$ cat config.mk
export PLATFORM = sky130hd
export DESIGN_NAME = pdx_unit
export DESIGN_NICKNAME = d
export VERILOG_FILES = /design/src/rtl/pdx_pkg.sv /design/src/rtl/pdx_trail_locator.sv /design/src/rtl/pdx_step.sv /design/src/rtl/pdx_unit.sv
export SDC_FILE = /design/constraint.sdc
export NUM_CORES = 1
export LEC_CHECK = 0
export ABC_AREA = 1
export BUFFER_PORTS_ARGS = -buffer_cell sky130_fd_sc_hd__buf_2
export CORE_MARGIN = 2
export CORE_UTILIZATION = 51
export CTS_BUF_LIST = sky130_fd_sc_hd__clkbuf_16
export CTS_CLUSTER_SIZE = 12
export DETAILED_ROUTE_END_ITERATION = 12
export GPL_ROUTABILITY_DRIVEN = 0
export PLACE_DENSITY = 0.82
export SYNTH_ARGS = -nofsm -noshare
export SYNTH_HDL_FRONTEND = slang
export SYNTH_SLANG_ARGS = --single-unit
$ cat constraint.sdc
create_clock -name clk -period 4.3 [get_ports clk]
set_input_delay 0 -clock clk [delete_from_list [all_inputs] [get_ports clk]]
set_output_delay 0 -clock clk [all_outputs]
set_load 0.03 [all_outputs]
$ cat src/rtl/pdx_pkg.sv
// Shared types for the bit deposit/extract unit.
// Assumes: nothing beyond IEEE 1800-2017.
package pdx_pkg;
    typedef enum logic {
        OP_DEPOSIT = 1'b0,
        OP_EXTRACT = 1'b1
    } pdx_op_e;
endpackage

$ cat src/rtl/pdx_trail_locator.sv
// Priority encoder returning the index of the lowest set bit of vec.
// Assumes: idx is meaningless when any is 0.
module pdx_trail_locator #(
    parameter int WIDTH = 64,
    localparam int IW = $clog2(WIDTH)
) (
    input  logic [WIDTH-1:0] vec,
    output logic [IW-1:0]    idx,
    output logic             any
);
    // Scan from the top so the lowest set bit wins.
    always_comb begin
        idx = '0;
        for (int i = WIDTH - 1; i >= 0; i--) begin
            if (vec[i]) idx = IW'(i);
        end
    end

    // Flag that at least one bit remains.
    assign any = |vec;
endmodule

$ cat src/rtl/pdx_step.sv
// One walk step: clears the trailing mask bit and moves one data bit.
// Assumes: pos is the trailing set bit of rem_mask; k is the walk count.
module pdx_step
    import pdx_pkg::*;
#(
    parameter int WIDTH = 64,
    localparam int IW = $clog2(WIDTH)
) (
    input  pdx_op_e          op,
    input  logic [WIDTH-1:0] src_word,
    input  logic [WIDTH-1:0] rem_mask,
    input  logic [WIDTH-1:0] cur_result,
    input  logic [IW-1:0]    pos,
    input  logic [IW-1:0]    k,
    output logic [WIDTH-1:0] nxt_mask,
    output logic [WIDTH-1:0] nxt_result
);
    // Drop the lowest set bit of the remaining mask.
    assign nxt_mask = rem_mask & (rem_mask - WIDTH'(1));

    // Route a single bit according to the operation.
    always_comb begin
        if (op == OP_DEPOSIT)
            nxt_result = cur_result | (WIDTH'(src_word[k]) << pos);
        else
            nxt_result = cur_result | (WIDTH'(src_word[pos]) << k);
    end
endmodule

$ cat src/rtl/pdx_unit.sv
// Sequential parallel bit deposit/extract unit.
// One set mask bit is handled per cycle, lowest first, and done pulses
// one cycle after the mask is exhausted.
// Assumes: start is sampled only while idle; WIDTH is 32 or 64.
module pdx_unit
    import pdx_pkg::*;
#(
    parameter int WIDTH = 64
) (
    input  logic             clk,
    input  logic             rst_n,
    input  logic             start,
    input  logic             mode,
    input  logic [WIDTH-1:0] src,
    input  logic [WIDTH-1:0] mask,
    output logic             busy,
    output logic             done,
    output logic [WIDTH-1:0] result
);
    localparam int IW = $clog2(WIDTH);

    pdx_op_e          op_q;
    logic [WIDTH-1:0] src_q;
    logic [WIDTH-1:0] rem_q;
    logic [IW-1:0]    k_q;
    logic [IW-1:0]    loc_idx;
    logic             loc_any;
    logic [WIDTH-1:0] step_mask;
    logic [WIDTH-1:0] step_result;

    pdx_trail_locator #(.WIDTH(WIDTH)) u_loc (
        .vec (rem_q),
        .idx (loc_idx),
        .any (loc_any)
    );

    pdx_step #(.WIDTH(WIDTH)) u_step (
        .op         (op_q),
        .src_word   (src_q),
        .rem_mask   (rem_q),
        .cur_result (result),
        .pos        (loc_idx),
        .k          (k_q),
        .nxt_mask   (step_mask),
        .nxt_result (step_result)
    );

    // Capture on launch, step while bits remain, then finish.
    always_ff @(posedge clk) begin
        if (!rst_n) begin
            busy   <= 1'b0;
            done   <= 1'b0;
            result <= '0;
            op_q   <= OP_DEPOSIT;
            src_q  <= '0;
            rem_q  <= '0;
            k_q    <= '0;
        end else begin
            done <= 1'b0;
            if (!busy) begin
                if (start) begin
                    busy   <= 1'b1;
                    op_q   <= pdx_op_e'(mode);
                    src_q  <= src;
                    rem_q  <= mask;
                    result <= '0;
                    k_q    <= '0;
                end
            end else if (loc_any) begin
                rem_q  <= step_mask;
                result <= step_result;
                k_q    <= k_q + IW'(1);
            end else begin
                busy <= 1'b0;
                done <= 1'b1;
            end
        end
    end

    // the locator points at the lowest remaining mask bit.
    p_lowest_first_r10: assert property (@(posedge clk) disable iff (!rst_n)
        busy && loc_any |-> rem_q[loc_idx] &&
            ((rem_q & ((WIDTH'(1) << loc_idx) - WIDTH'(1))) == '0));

    // a walk changes at most one result bit per cycle.
    p_one_bit_per_step_r10: assert property (@(posedge clk) disable iff (!rst_n)
        busy |=> $countones(result ^ $past(result)) <= 1);

    // done lasts a single cycle.
    p_done_pulse_r5: assert property (@(posedge clk) disable iff (!rst_n)
        done |=> !done);

    // an empty mask finishes two edges after launch with a zero result.
    p_zero_mask_r4: assert property (@(posedge clk) disable iff (!rst_n)
        start && !busy && mask == '0 |-> ##2 (done && result == '0));

    // captured operands are frozen while walking.
    p_ignore_start_r6: assert property (@(posedge clk) disable iff (!rst_n)
        busy |=> $stable(src_q) && $stable(op_q));

    // idle without start keeps the result.
    p_hold_result_r7: assert property (@(posedge clk) disable iff (!rst_n)
        !busy && !start |=> $stable(result));
endmodule

==> impl_metrics.env, run 1 <==
export IMPL_synth_ff_type="dfxtp_1"
export IMPL_drt_iter0_drc=2167
export IMPL_dieWidth_microns=151
export IMPL_finalHoldViolations=0
export IMPL_hold_path_class="in2reg"
export IMPL_synth_top_area_share_pct=36.3
export IMPL_dp_hpwl_microns=25700
export IMPL_synth_most_common_cell="nand2_1"
export IMPL_num_rows=53
export IMPL_io_buffers=197
export IMPL_grt_use_total_pct=36.6
export IMPL_tightest_slew_ps=1100
export IMPL_seq_power_share_pct=36.3
export IMPL_critPathMaxFanout=7
export IMPL_grt_pass1_wl_microns=67000
export IMPL_cts_buffers=22
export IMPL_postPlaceCellArea_sq_mm=0.0127
export IMPL_clk_root_buffer_cell="clkbuf_16"
export IMPL_timing_final_crit_share_pct=130
export IMPL_cts_tree="done"
export IMPL_cpMaxStageDelayCell="dfxtp_2"
export IMPL_overflow=0
export IMPL_peakVddDrop_v=0.000258
export IMPL_syn_cell_area_sq_mm=0.0111
export IMPL_p_leak_uw=0.00670
export IMPL_status="finished, violations left"
export IMPL_final_nets=2202
export IMPL_rsz0062_at_grt="true"
export IMPL_critPathRequiredTime_ps=4750
export IMPL_core_area_sq_mm=0.0212
export IMPL_arrival_ps=6060
export IMPL_max_freq_mhz=178
export IMPL_cts_max_level=1
export IMPL_ys_ff_latch=201
export IMPL_cp_common_cell="nand2_1"
export IMPL_num_io_pins=198
export IMPL_synth_cell_types=40
export IMPL_max_cap_violations=0
export IMPL_yosys_top_cells_count="nand2_1, nor2_1, inv_1"
export IMPL_p_total_uw=5640
export IMPL_async_flop_share_pct=0
export IMPL_finalInstanceArea_sq_mm=0.0156
export IMPL_clockPowerShare_pct=31.3
export IMPL_worst_setup_path_end_kind="flop"
export IMPL_clock_latency_ps=530
export IMPL_drive_above_1_share_pct=22.7
export IMPL_wl_microns=45200
export IMPL_p_switching_uw=2010
export IMPL_fin_crit_ps=5610
export IMPL_sw_frac_of_total_pct=35.6
export IMPL_grt_max_degree=96
export IMPL_clk_pin_slew_ps=60
export IMPL_final_max_slew_viol_count=0
export IMPL_drc=0
export IMPL_syn_mean_instance_area_sq_um=6.47
export IMPL_skew_ps=32.8
export IMPL_yosysSeqAreaShare_pct=36.3
export IMPL_critPathKind="reg2reg"
export IMPL_vias=14373
export IMPL_synth_edf_count=0
export IMPL_viasPerCell=6.10
export IMPL_wl_per_cell_microns=19.2
export IMPL_timing_final_ws_setup_ps=-1310
export IMPL_slowest_delay_ps=320
export IMPL_power_internal_uw=3630
export IMPL_yosysTopAreaCell="dfxtp_1"
export IMPL_start_kind="flop"
export IMPL_ant_nets=0
export IMPL_p_comb_share_pct=32.4
export IMPL_syn_nets=1846
export IMPL_powerDensity_mw_per_mm2=361
export IMPL_start_util_pct=52.4
export IMPL_slew_headroom_pct=26.8
export IMPL_synth_cells=1713
export IMPL_first_global_vias=13295
export IMPL_yosys_top_cells_area="dfxtp_1, nand2_1, nand3_1, nor2_1, inv_1"
export IMPL_failed_checks="setup timing"
export IMPL_yosysWarnings=0
export IMPL_clk_path_buf_depth=3
export IMPL_setup_viol=64
export IMPL_drt_pre_antenna_iters=12
export IMPL_fp_dieArea_sq_mm=0.0229
export IMPL_numClockSinks=201
export IMPL_area_delta_synth_final_pct=40.7
export IMPL_dieHeight_microns=151
export IMPL_antenna_found_initial=2
## critical path: cells and delay by family (launching register included)
kind	cells	cell delay (ps)
flops	1	320
buf+inv	3	310
compound gates	1	110
simple gates	75	4760
## power by group through the flow
stage	Sequential (uW)	Combinational, uW	Clock (uW)
after floorplan	2060	882	0
after global placement	2070	1300	0
after detailed placement	2070	1320	0
after CTS	2030	1570	1770
after global routing	2050	1940	1840
final	2050	1820	1770
## through the flow
step / cells / worst slack, ps / util (%) / TNS [ps] / hold slack (ps)
after floorplan: 1713 / -144 / - / -4700 / 113
after global placement: 2171 / -993 / 60.2 / -54480 / 196
after detailed placement: 2171 / -1080 / 60.2 / -58180 / 204
after CTS: 2352 / -927 / 71.3 / -54070 / 27.5
after global routing: 2357 / -1900 / 73.8 / -116080 / 70.1
final: 2357 / -1310 / 73.8 / -76630 / 44.7
## final cells by class
cell class	instances	area (sq um)
Fill cell	1501	5550
Tap cell	275	344
Clock inverter	13	91.3
Inverter	224	843
Clock buffer	22	551
Sequential cell	201	4030
Multi-Input combinational cell	1192	6550
Timing Repair Buffer	428	3200
Antenna cell	2	5.00
## final timing paths
check | slack [ps] | from | cells past startpoint | end
setup / recovery | -1310 | rem_q[62] | 79 | result[0]
hold / removal | 40 | start | 6 | busy
setup reg to reg | -1310 | rem_q[62] | 79 | result[0]
hold reg to reg | 440 | result[14] | 2 | result[14]
## cell families after synthesis
family | after synthesis | synth area share (%)
AND/OR/NAND/NOR | 774 | 29.6
AO/OA/AOI/OAI | 412 | 22.7
buffers and inverters | 323 | 11.1
flip-flops | 201 | 36.3
XOR/XNOR | 2 | 0.158
adder cells (fa/ha/maj) | 1 | 0.113
## registers in the layout, summed over array words and instances, names as in the netlist
| signal | count |
|---|---|
| rem_q | 64 |
| result | 64 |
| src_q | 64 |
| k_q | 6 |
| busy | 1 |
| done | 1 |
| op_q | 1 |
## layer usage
layer | GRT usage [%] | vias to the layer above | routed length (microns)
met3 | 8.14 | 344 | 5860
met2 | 57.4 | 1229 | 19500
met4 | 17.1 | 0 | 3010
met1 | 47.9 | 6387 | 16900
li1 | - | 6413 | -
met5 | 0 | - | 0
## placed cells by master (no fill, tap or decap), types with 3 or more instances in the layout
cell and instances:
nor3_1 28, a211oi_1 6, nand3_2 68, nor2_2 8, a22o_1 34, o21bai_1 18, nor2_4 8, o21a_1 5
nand4_1 15, nor2_1 204, buf_16 3, clkbuf_16 22, o311ai_0 7, nand2_4 5, nor4_1 5, nand3_1 89
a31oi_1 11, nand2_1 312, a21oi_2 14, a32o_1 25, nand2_2 16, clkinv_1 12, a21oi_1 132, clkinv_2 3
nand2_8 4, nand3_4 10, buf_2 197, dlygate4sd3_1 133, o31ai_1 25, inv_2 8, buf_6 6, buf_12 5
o21ai_1 9, buf_4 84, o211ai_1 4, dfxtp_1 199, inv_1 211, o21ai_0 116
## timing repair
action | in CTS | in global routing
endpoints found under the hold margin | 130 | 0
cloned | 5 | 1
endpoints found under the setup margin | 64 | 64
setup buffers | 8 | 2
hold buffers | 133 | 0
pin swaps | 19 | 46
resized for setup | 50 | 105
No activity file was read; power rests on OpenSTA's default activity.
==> run 2, diff against run 1 <==
- CTS_BUF_LIST: sky130_fd_sc_hd__clkbuf_16 -> default
- TNS_END_PERCENT: default -> 50
==> run 2 against run 1 <==
Net effect: the run still ends with setup timing left; combinational power down 5%; clock skew fell by 6.8 ps; clock-buffer cell count grew 6; largest cell class unchanged.
==> impl_metrics.env, run 2 (same netlist as run 1, synthesis figures left out) <==
export IMPL_status="finished, violations left"
export IMPL_failed_checks="setup timing"
export IMPL_cpMaxStageDelayCell="dfxtp_2"
export IMPL_core_area_sq_mm=0.0212
export IMPL_num_rows=53
export IMPL_first_global_vias=13066
export IMPL_skew_ps=26.0
export IMPL_num_io_pins=198
export IMPL_peakVddDrop_v=0.000242
export IMPL_fin_crit_ps=5670
export IMPL_wl_met1_microns=16200
export IMPL_fp_dieArea_sq_mm=0.0229
export IMPL_crit_start="rem_q[62]"
export IMPL_drive_above_1_share_pct=21.3
export IMPL_vias=14124
export IMPL_setup_viol=64
export IMPL_critPathMaxFanout=8
export IMPL_dieWidth_microns=151
export IMPL_top_layer="met4"
export IMPL_cts_tree="done"
export IMPL_overflow=0
export IMPL_viasPerCell=5.99
export IMPL_reg2regPathDepth=81
export IMPL_timing_final_ws_setup_ps=-1370
export IMPL_clock_latency_ps=520
export IMPL_ant_nets=0
export IMPL_cts_buffers=22
export IMPL_drc=0
export IMPL_max_freq_mhz=176
export IMPL_clockPowerShare_pct=34.0
export IMPL_hold_depth=5
export IMPL_holdCritStartpoint="start"
export IMPL_wl_met2_microns=18900
export IMPL_grt_max_degree=54
export IMPL_start_util_pct=52.4
export IMPL_final_core_util_pct=73.1
export IMPL_finalHoldViolations=0
export IMPL_drt_iter0_drc=1757
export IMPL_tightest_slew_ps=1090
export IMPL_numClockSinks=201
export IMPL_antenna_found_initial=1
export IMPL_powerDensity_mw_per_mm2=369
export IMPL_power_internal_uw=3770
export IMPL_grt_pass1_wl_microns=66400
export IMPL_wl_per_cell_microns=18.8
export IMPL_p_comb_share_pct=30.2
export IMPL_cts_max_level=1
export IMPL_timing_final_crit_share_pct=132
export IMPL_p_leak_uw=0.00668
export IMPL_place_ws_ps=-1090
export IMPL_io_buffers=197
export IMPL_hold_path_class="in2reg"
export IMPL_seq_power_share_pct=35.8
export IMPL_max_cap_violations=0
export IMPL_p_switching_uw=1940
export IMPL_final_max_slew_viol_count=0
export IMPL_critPathRequiredTime_ps=4760
export IMPL_most_common_layout_cells="nand2_1, inv_1, nor2_1"
export IMPL_worst_setup_path_end_kind="flop"
export IMPL_wl_met3_microns=6070
export IMPL_top_regs="rem_q: 64 flops, result: 64 flops, src_q: 64 flops"
export IMPL_slew_headroom_pct=27.3
export IMPL_dieHeight_microns=151
export IMPL_critPathKind="reg2reg"
export IMPL_grt_use_total_pct=36.4
export IMPL_layout_cells_most_common="nand2_1"
export IMPL_rsz0062_at_grt="true"
export IMPL_cp_common_cell="nand2_1"
export IMPL_wl_microns=44300
export IMPL_clk_path_buf_depth=3
export IMPL_slowest_delay_ps=330
export IMPL_clk_root_buffer_cell="clkbuf_16"
export IMPL_clk_pin_slew_ps=60
export IMPL_dp_hpwl_microns=26000
export IMPL_reg2reg_from="rem_q[62]"
export IMPL_final_nets=2203
export IMPL_drt_pre_antenna_iters=7
export IMPL_area_delta_synth_final_pct=39.5
export IMPL_arrival_ps=6120
export IMPL_sw_frac_of_total_pct=34.0
export IMPL_start_kind="flop"
## run 2: changes by cell type in the layout (fill, tap and decap cells not counted), sizes merged
cell / delta
dlygate4sd3: +1
clkinv: -7
buf: -1
nand2: -1
clkbuf: +8
inv: -2
bufinv: +2
## run 2: through the flow
stage               instances  setup TNS, ps  power, uW  hold WS (ps)  instance area [sq um]
detailed placement       2171         -58780       3390           203                  12700
global placement         2171         -53350       3360           195                  12700
floorplan                1713          -4740       2940           113                  11100
CTS                      2347         -57180       5450          9.48                  14900
global route             2356        -130090       5910          76.6                  15500
finish                   2357         -81730       5710          30.5                  15500
## run 2: path summary, 6_finish.rpt
| check | end | slack, ps |
|---|---|---|
| max reg2reg | result[0] | -1370 |
| max | result[0] | -1370 |
| min | rem_q[8] | 30 |
| min reg2reg | result[12] | 450 |
## run 2: per-layer routing
metal,vias to the layer above,global-route usage (%)
met1,6203,47.8
met2,1214,56.1
met5,-,0
li1,6385,-
met3,322,8.08
met4,0,18.6
## run 2: what timing repair did
item,4_1_cts,5_1_grt
hold buffers,134,0
gates cloned,2,3
setup endpoints to repair,64,65
hold endpoints to repair,130,0
setup buffers,6,5
pin swaps,5,42
resized for setup,25,91
## run 2: critical path: cells and delay by family, from the launching register on
family          cells  cell delay, ps
flops               1             330
compound gates      1             140
buf+inv             3             310
simple gates       77            4870
## run 2: power groups by stage
stage	Sequential, uW	Clock [uW]	Combinational (uW)
global placement	2070	0	1290
finish	2040	1940	1730
global route	2050	2010	1850
detailed placement	2070	0	1320
floorplan	2060	0	881
CTS	2030	1940	1470
## run 2: cell type report
class,instances,area (sq um)
diodes,2,5.00
clock buffers,28,604
clock inverters,6,105
fillers,1525,5690
inverters,224,848
multi-input cells,1191,6350
flip-flops and latches,201,4030
well taps,275,344
repair buffers,430,3180
